<file path="config.mk">
export PLATFORM = sky130hd
export DESIGN_NAME = hold_backoff_relay
export DESIGN_NICKNAME = d
export VERILOG_FILES = /design/src/rtl/hbr_pkg.sv /design/src/rtl/hbr_owner_fsm.sv /design/src/rtl/hbr_supply_gate.sv /design/src/rtl/hbr_cfg_latch.sv /design/src/rtl/hold_backoff_relay.sv
export SDC_FILE = /design/constraint.sdc
export NUM_CORES = 1
export LEC_CHECK = 0
export CORE_AREA = 3 3 40 42
export DETAILED_ROUTE_END_ITERATION = 7
export DIE_AREA = 0 0 43 45
export GPL_TIMING_DRIVEN = 0
export HOLD_SLACK_MARGIN = 0.12
export PLACE_DENSITY_LB_ADDON = 0.2
export SYNTH_ARGS = -nofsm -noshare
export SYNTH_HDL_FRONTEND = slang
export SYNTH_SLANG_ARGS = --single-unit
export TNS_END_PERCENT = 1
</file>
<file path="constraint.sdc">
create_clock -name clk -period 1.7 [get_ports clk]
set_input_delay 0.34 -clock clk [delete_from_list [all_inputs] [get_ports clk]]
set_output_delay 0.34 -clock clk [all_outputs]
set_load 0.05 [all_outputs]
</file>
<file path="src/rtl/hbr_pkg.sv">
package hbr_pkg;

    // Write-back ownership phases
    typedef enum logic [1:0] {
        OWN_IDLE = 2'd0,   // bus not owned for a write-back
        OWN_WAIT = 2'd1,   // eviction requested, write-back not yet started
        OWN_XFER = 2'd2    // write-back transfer in progress
    } own_state_e;

    // Bundle of relayed handshake outputs
    typedef struct packed {
        logic backoff_n;
        logic hold;
        logic hitm_n;
        logic wbwt_n;
        logic start_n;
    } relay_t;

    // Bundle of cycle-acceptance outputs
    typedef struct packed {
        logic mem_go;
        logic snoop_go;
    } accept_t;

    // Output values broadcast while reset is held
    function automatic relay_t relay_reset(input logic lead_wait);
        relay_t r;
        r.backoff_n = 1'b1;
        r.hold      = 1'b0;
        r.hitm_n    = ~lead_wait;
        r.wbwt_n    = 1'b1;
        r.start_n   = 1'b1;
        return r;
    endfunction

    // Next ownership phase
    function automatic own_state_e own_next(input own_state_e st,
                                            input logic evict,
                                            input logic wb);
        own_state_e n;
        case (st)
            OWN_IDLE: n = evict ? (wb ? OWN_XFER : OWN_WAIT) : OWN_IDLE;
            OWN_WAIT: n = wb ? OWN_XFER : OWN_WAIT;
            OWN_XFER: n = wb ? OWN_XFER : (evict ? OWN_WAIT : OWN_IDLE);
            default:  n = OWN_IDLE;
        endcase
        return n;
    endfunction

endpackage

</file>
<file path="src/rtl/hbr_owner_fsm.sv">
module hbr_owner_fsm
    import hbr_pkg::*;
(
    input  logic clk,
    input  logic rst,
    input  logic evict_req,
    input  logic wb_active,
    output logic own_now,
    output logic hold_block
);

    own_state_e st_q;

    always_ff @(posedge clk) begin
        if (rst) st_q <= OWN_IDLE;
        else     st_q <= own_next(st_q, evict_req, wb_active);
    end

    // Ownership covers the request cycle, the wait for the transfer,
    // and the transfer itself up to the cycle in which it ends.
    always_comb begin
        own_now = evict_req
                | (st_q == OWN_WAIT)
                | ((st_q == OWN_XFER) & wb_active);
        hold_block = own_now | wb_active;
    end

endmodule

</file>
<file path="src/rtl/hbr_supply_gate.sv">
module hbr_supply_gate (
    input  logic clk,
    input  logic rst,
    input  logic dirty_hit,
    input  logic backoff_n,
    output logic supply_go
);

    logic pend_q;
    logic pend_nx;
    logic fire;

    always_comb begin
        pend_nx = dirty_hit | pend_q;
        fire    = pend_nx & backoff_n;
    end

    always_ff @(posedge clk) begin
        if (rst) begin
            pend_q    <= 1'b0;
            supply_go <= 1'b0;
        end else begin
            pend_q    <= pend_nx & ~fire;
            supply_go <= fire;
        end
    end

endmodule

</file>
<file path="src/rtl/hbr_cfg_latch.sv">
module hbr_cfg_latch (
    input  logic clk,
    input  logic rst,
    input  logic cacheable_n,
    output logic alloc_en
);

    // Resampled on every reset clock; the last one before release sticks.
    always_ff @(posedge clk) begin
        if (rst) alloc_en <= ~cacheable_n;
    end

endmodule

</file>
<file path="src/rtl/hold_backoff_relay.sv">
module hold_backoff_relay
    import hbr_pkg::*;
(
    input  logic clk,
    input  logic rst,
    input  logic cfg_lead_wait,
    input  logic sys_cacheable_n,
    input  logic sys_backoff_n,
    input  logic cpu_hlda,
    input  logic cpu_hitm_n,
    input  logic sys_wbwt_n,
    input  logic wb_active,
    input  logic evict_req,
    input  logic mem_cycle_req,
    input  logic snoop_req,
    input  logic snoop_dirty_hit,
    output logic cache_backoff_n,
    output logic hold_ack_out,
    output logic hitm_out_n,
    output logic wbwt_out_n,
    output logic mem_start_n,
    output logic wr_alloc_en,
    output logic mem_cycle_go,
    output logic snoop_go,
    output logic supply_go
);

    logic    own_now;
    logic    hold_block;
    relay_t  relay_nx;
    relay_t  relay_q;
    accept_t accept_nx;
    accept_t accept_q;

    hbr_owner_fsm u_owner (
        .clk        (clk),
        .rst        (rst),
        .evict_req  (evict_req),
        .wb_active  (wb_active),
        .own_now    (own_now),
        .hold_block (hold_block)
    );

    hbr_supply_gate u_supply (
        .clk       (clk),
        .rst       (rst),
        .dirty_hit (snoop_dirty_hit),
        .backoff_n (sys_backoff_n),
        .supply_go (supply_go)
    );

    hbr_cfg_latch u_cfg (
        .clk         (clk),
        .rst         (rst),
        .cacheable_n (sys_cacheable_n),
        .alloc_en    (wr_alloc_en)
    );

    always_comb begin
        relay_nx.backoff_n = sys_backoff_n & ~own_now;
        relay_nx.hold      = cpu_hlda & ~hold_block;
        relay_nx.hitm_n    = cpu_hitm_n;
        relay_nx.wbwt_n    = sys_wbwt_n;
        relay_nx.start_n   = ~evict_req;
        accept_nx.mem_go   = mem_cycle_req & sys_backoff_n;
        accept_nx.snoop_go = snoop_req;
    end

    always_ff @(posedge clk) begin
        if (rst) begin
            relay_q  <= relay_reset(cfg_lead_wait);
            accept_q <= '0;
        end else begin
            relay_q  <= relay_nx;
            accept_q <= accept_nx;
        end
    end

    assign cache_backoff_n = relay_q.backoff_n;
    assign hold_ack_out    = relay_q.hold;
    assign hitm_out_n      = relay_q.hitm_n;
    assign wbwt_out_n      = relay_q.wbwt_n;
    assign mem_start_n     = relay_q.start_n;
    assign mem_cycle_go    = accept_q.mem_go;
    assign snoop_go        = accept_q.snoop_go;

endmodule

</file>
==> summary.txt, run 1 <==
Global route
  – Met2 Use GR: 0.129
  – Global-route wire length before repair: 1.10 mm
  – Gr busiest metal: met2
  – Grt met1 use: 0.0840
  – Total GRT Usage: 0.0848
  – Number of global-route vias before repair: 251
  – Largest net degree at the start of global routing: 11
  – Grt ovf: 0
  – Met3 Track Usage GR: 0.0717
  – Initial antenna violation count: 0

Finish
  – Nets: 73
  – Post-route core utilization: 0.506
  – Layout cell share with drive strength beyond 1: 0.119
  – P&R area growth vs syn: 64.0%
  – Most common cell after layout, fill and taps aside: clkdlybuf4s50_1
  – Most frequent cells in the layout: clkdlybuf4s50_1 (12), dfxtp_1 (11), dlygate4sd2_1 (9)
  – Fillers: 128
  – ANT cells: 0
  – Fin cells: 74
  – Post-route design area: 651 um^2

Place
  – Post-DP HPWL: 596 um
  – Post-DP Area: 626 um^2
  – Worst slack at placement: 0.248 ns
  – Final GP Congestion: 0.762
  – Buffers added on ports: 21
  – Placed Cells: 70

Synth
  – Yosys top cell by area: dfxtp_1
  – Mapped Avg Cell Area: 11.7 um^2
  – Syn_nets: 47
  – Sequential fraction of the synthesis area: 0.631
  – Mapped Area: 397 um^2
  – Yosys reg bits: 12
  – Synth area leaders: dfxtp_1 (56%), edfxtp_1 (7.6%), nand2b_1 (4.7%)
  – Cells after Synth: 34
  – Synth warn: 0
  – Cell variety after synth: 18
  – Post-synth top area share: 0.555

Floorplan
  – Rows: 13
  – Initial core utilization: 0.309
  – I/O Pins: 22
  – Die W: 43 um
  – Core area: 1280 um^2
  – Die Span Y: 45 um
  – Die area: 1940 um^2

STA
  – RSZ-0062 raised after global routing: false
  – Layout Skew: 0.00190 ns
  – F_max: 689 MHz
  – Fin. Hold Viols: 0
  – Setup tns final: 0 ns
  – Final setup fails: 0
  – Fin Hold WS: 0.500 ns
  – Actual slew at the worst max-slew pin: 0.487 ns
  – PnR worst setup slack: 0.248 ns
  – Final max-slew violation count: 0
  – Final min period: 1.45 ns
  – Max_slew headroom: 0.677
  – Final period util: 0.854

Setup path
  – Reg-to-reg slack, setup: 0.85 ns
  – Crit path max fanout: 1
  – Crit start category: flop
  – CP top delay family: buffers and inverters
  – WP data arrival: 1.11 ns
  – Crit Path Category: flop to primary output
  – Reg-to-reg startpoint: u_owner.st_q[1]
  – Setup crit end kind: primary output
  – Req. time, crit path: 1.36 ns
  – Crit-path slowest cell: dlygate4sd2_1
  – Crit path to: wr_alloc_en
  – Cell chain of the critical path: dlygate4sd2_1
  – End of the worst register-to-register path: cache_backoff_n
  – WP buf/inv: 1
  – Critical path launch point: u_cfg.alloc_en
  – CP max stage delay: 0.52 ns
  – Critical Path Stages: 1
  – Reg2reg path depth: 2

Detailed routing
  – DR DRC count: 0
  – DR WL/cell: 10.0 um
  – Via count: 314
  – Antenna viol nets, final: 0
  – DRT Pass-1 Iters: 4
  – Via/cell ratio: 4.24
  – Initial drt markers: 7
  – Routed Wire Length: 742 um

Hold path
  – HP Start: u_owner.st_q[1]
  – HP Class: flop to flop

Clocking
  – Clk_lat worst skew: 0.26 ns
  – Root Driver: clkbuf_4
  – CTS tree: built
  – Clock sink count: 12
  – Clock Tree Buf Depth: 2
  – H-tree depth: 1
  – Clock transition at path regs: 0.07 ns
  – Post-CTS Hold Fix Bufs: 0
  – Post CTS Setup Buffer Count: 0
  – CTS buffer count: 3

Pwr
  – Power, Total: 634 uW
  – Pleak: 0.292 nW
  – Flop pwr share: 0.482
  – Switching Fraction: 0.245
  – Comb pwr share: 0.176
  – Max VDD drop: 0.533 mV
  – Clk pwr share: 0.341
  – Internal Pwr Total: 478 uW
  – Power Dens Cells: 974 nW/um^2
  – Sw Pwr: 156 uW

Run
  – Max_cap viols: 0

Status
  – Status: completed
==> per-layer routing <==
layer	routed length (um)	vias up
li1	-	163
met1	302	139
met2	375	12
met3	65	0
met4	0	0
met5	0	-
==> area by class of cell <==
type,instances,area [um^2],share of cell area
timing repair buffer,21,199,0.306
multi-input combinational,17,124,0.190
sequential,12,250,0.385
clock buffer,4,36.3,0.0558
inverter,4,15.0,0.0231
tap,15,18.8,0.0288
buffer,1,7.51,0.0115
==> state kept, by name, summed over array words and instances, names as in the netlist <==
register            flops
wbwt_out_n              1
u_supply.supply_go      1
hold_ack_out            1
cache_backoff_n         1
u_cfg.alloc_en          1
snoop_go                1
hitm_out_n              1
u_owner.st_q            2
u_supply.pend_q         1
mem_cycle_go            1
mem_start_n             1
==> how the worst min path moves through the flow <==
stage	slack [ns]	endpoint	depth (start not counted)
6_report	0.50	u_owner.st_q[1]	1
5_1_grt	0.54	u_owner.st_q[1]	1
3_5_place_dp	0.49	u_owner.st_q[1]	1
4_1_cts	0.50	u_owner.st_q[1]	1
3_3_place_gp	0.49	u_owner.st_q[1]	1
2_1_floorplan	0.41	mem_start_n	1
==> power by group through the flow <==
stage	Sequential (mW)	Clock [mW]	Combinational, mW
after floorplan	0.356	0	0.0217
after global placement	0.313	0	0.120
after detailed placement	0.313	0	0.121
after CTS	0.306	0.227	0.113
after global routing	0.308	0.252	0.118
final	0.306	0.216	0.112
==> cells by family (layout without fill, tap and decap cells) <==
| family | Yosys count | count (layout) | synth area share |
|---|---|---|---|
| buffers and inverters | 5 | 30 | 0.0568 |
| DFF | 12 | 12 | 0.631 |
| muxes | 1 | 1 | 0.0252 |
| AOI/OAI and AO/OA | 3 | 3 | 0.0820 |
| and+or+nand+nor | 13 | 13 | 0.205 |
==> synth_stat cells, drive strengths merged <==
cell	count
or2	1
edfxtp	1
a21boi	1
mux2i	1
and4	1
nor2b	1
dfxtp	11
nor2	2
a2111oi	1
nand2b	3
nor3	2
inv	4
buf	1
nand3b	1
a41o	1
and3b	1
nor3b	1
==> timing repair <==
item | CTS | global route
gates resized for setup | 9 | 0
hold endpoints to repair | 0 | 0
setup endpoints to repair | 9 | 0
(Power assumes the default switching activity.)
==> run 2: changes to the inputs <==
--- a/config.mk
+++ b/config.mk
@@ -6,6 +6,7 @@
 export NUM_CORES = 1
 export LEC_CHECK = 0
 export CORE_AREA = 3 3 40 42
+export CTS_CLUSTER_SIZE = 10
 export DETAILED_ROUTE_END_ITERATION = 7
 export DIE_AREA = 0 0 43 45
 export GPL_TIMING_DRIVEN = 0
==> results of run 2 <==
Final layout, timing and power as in run 1 (identical DEF).
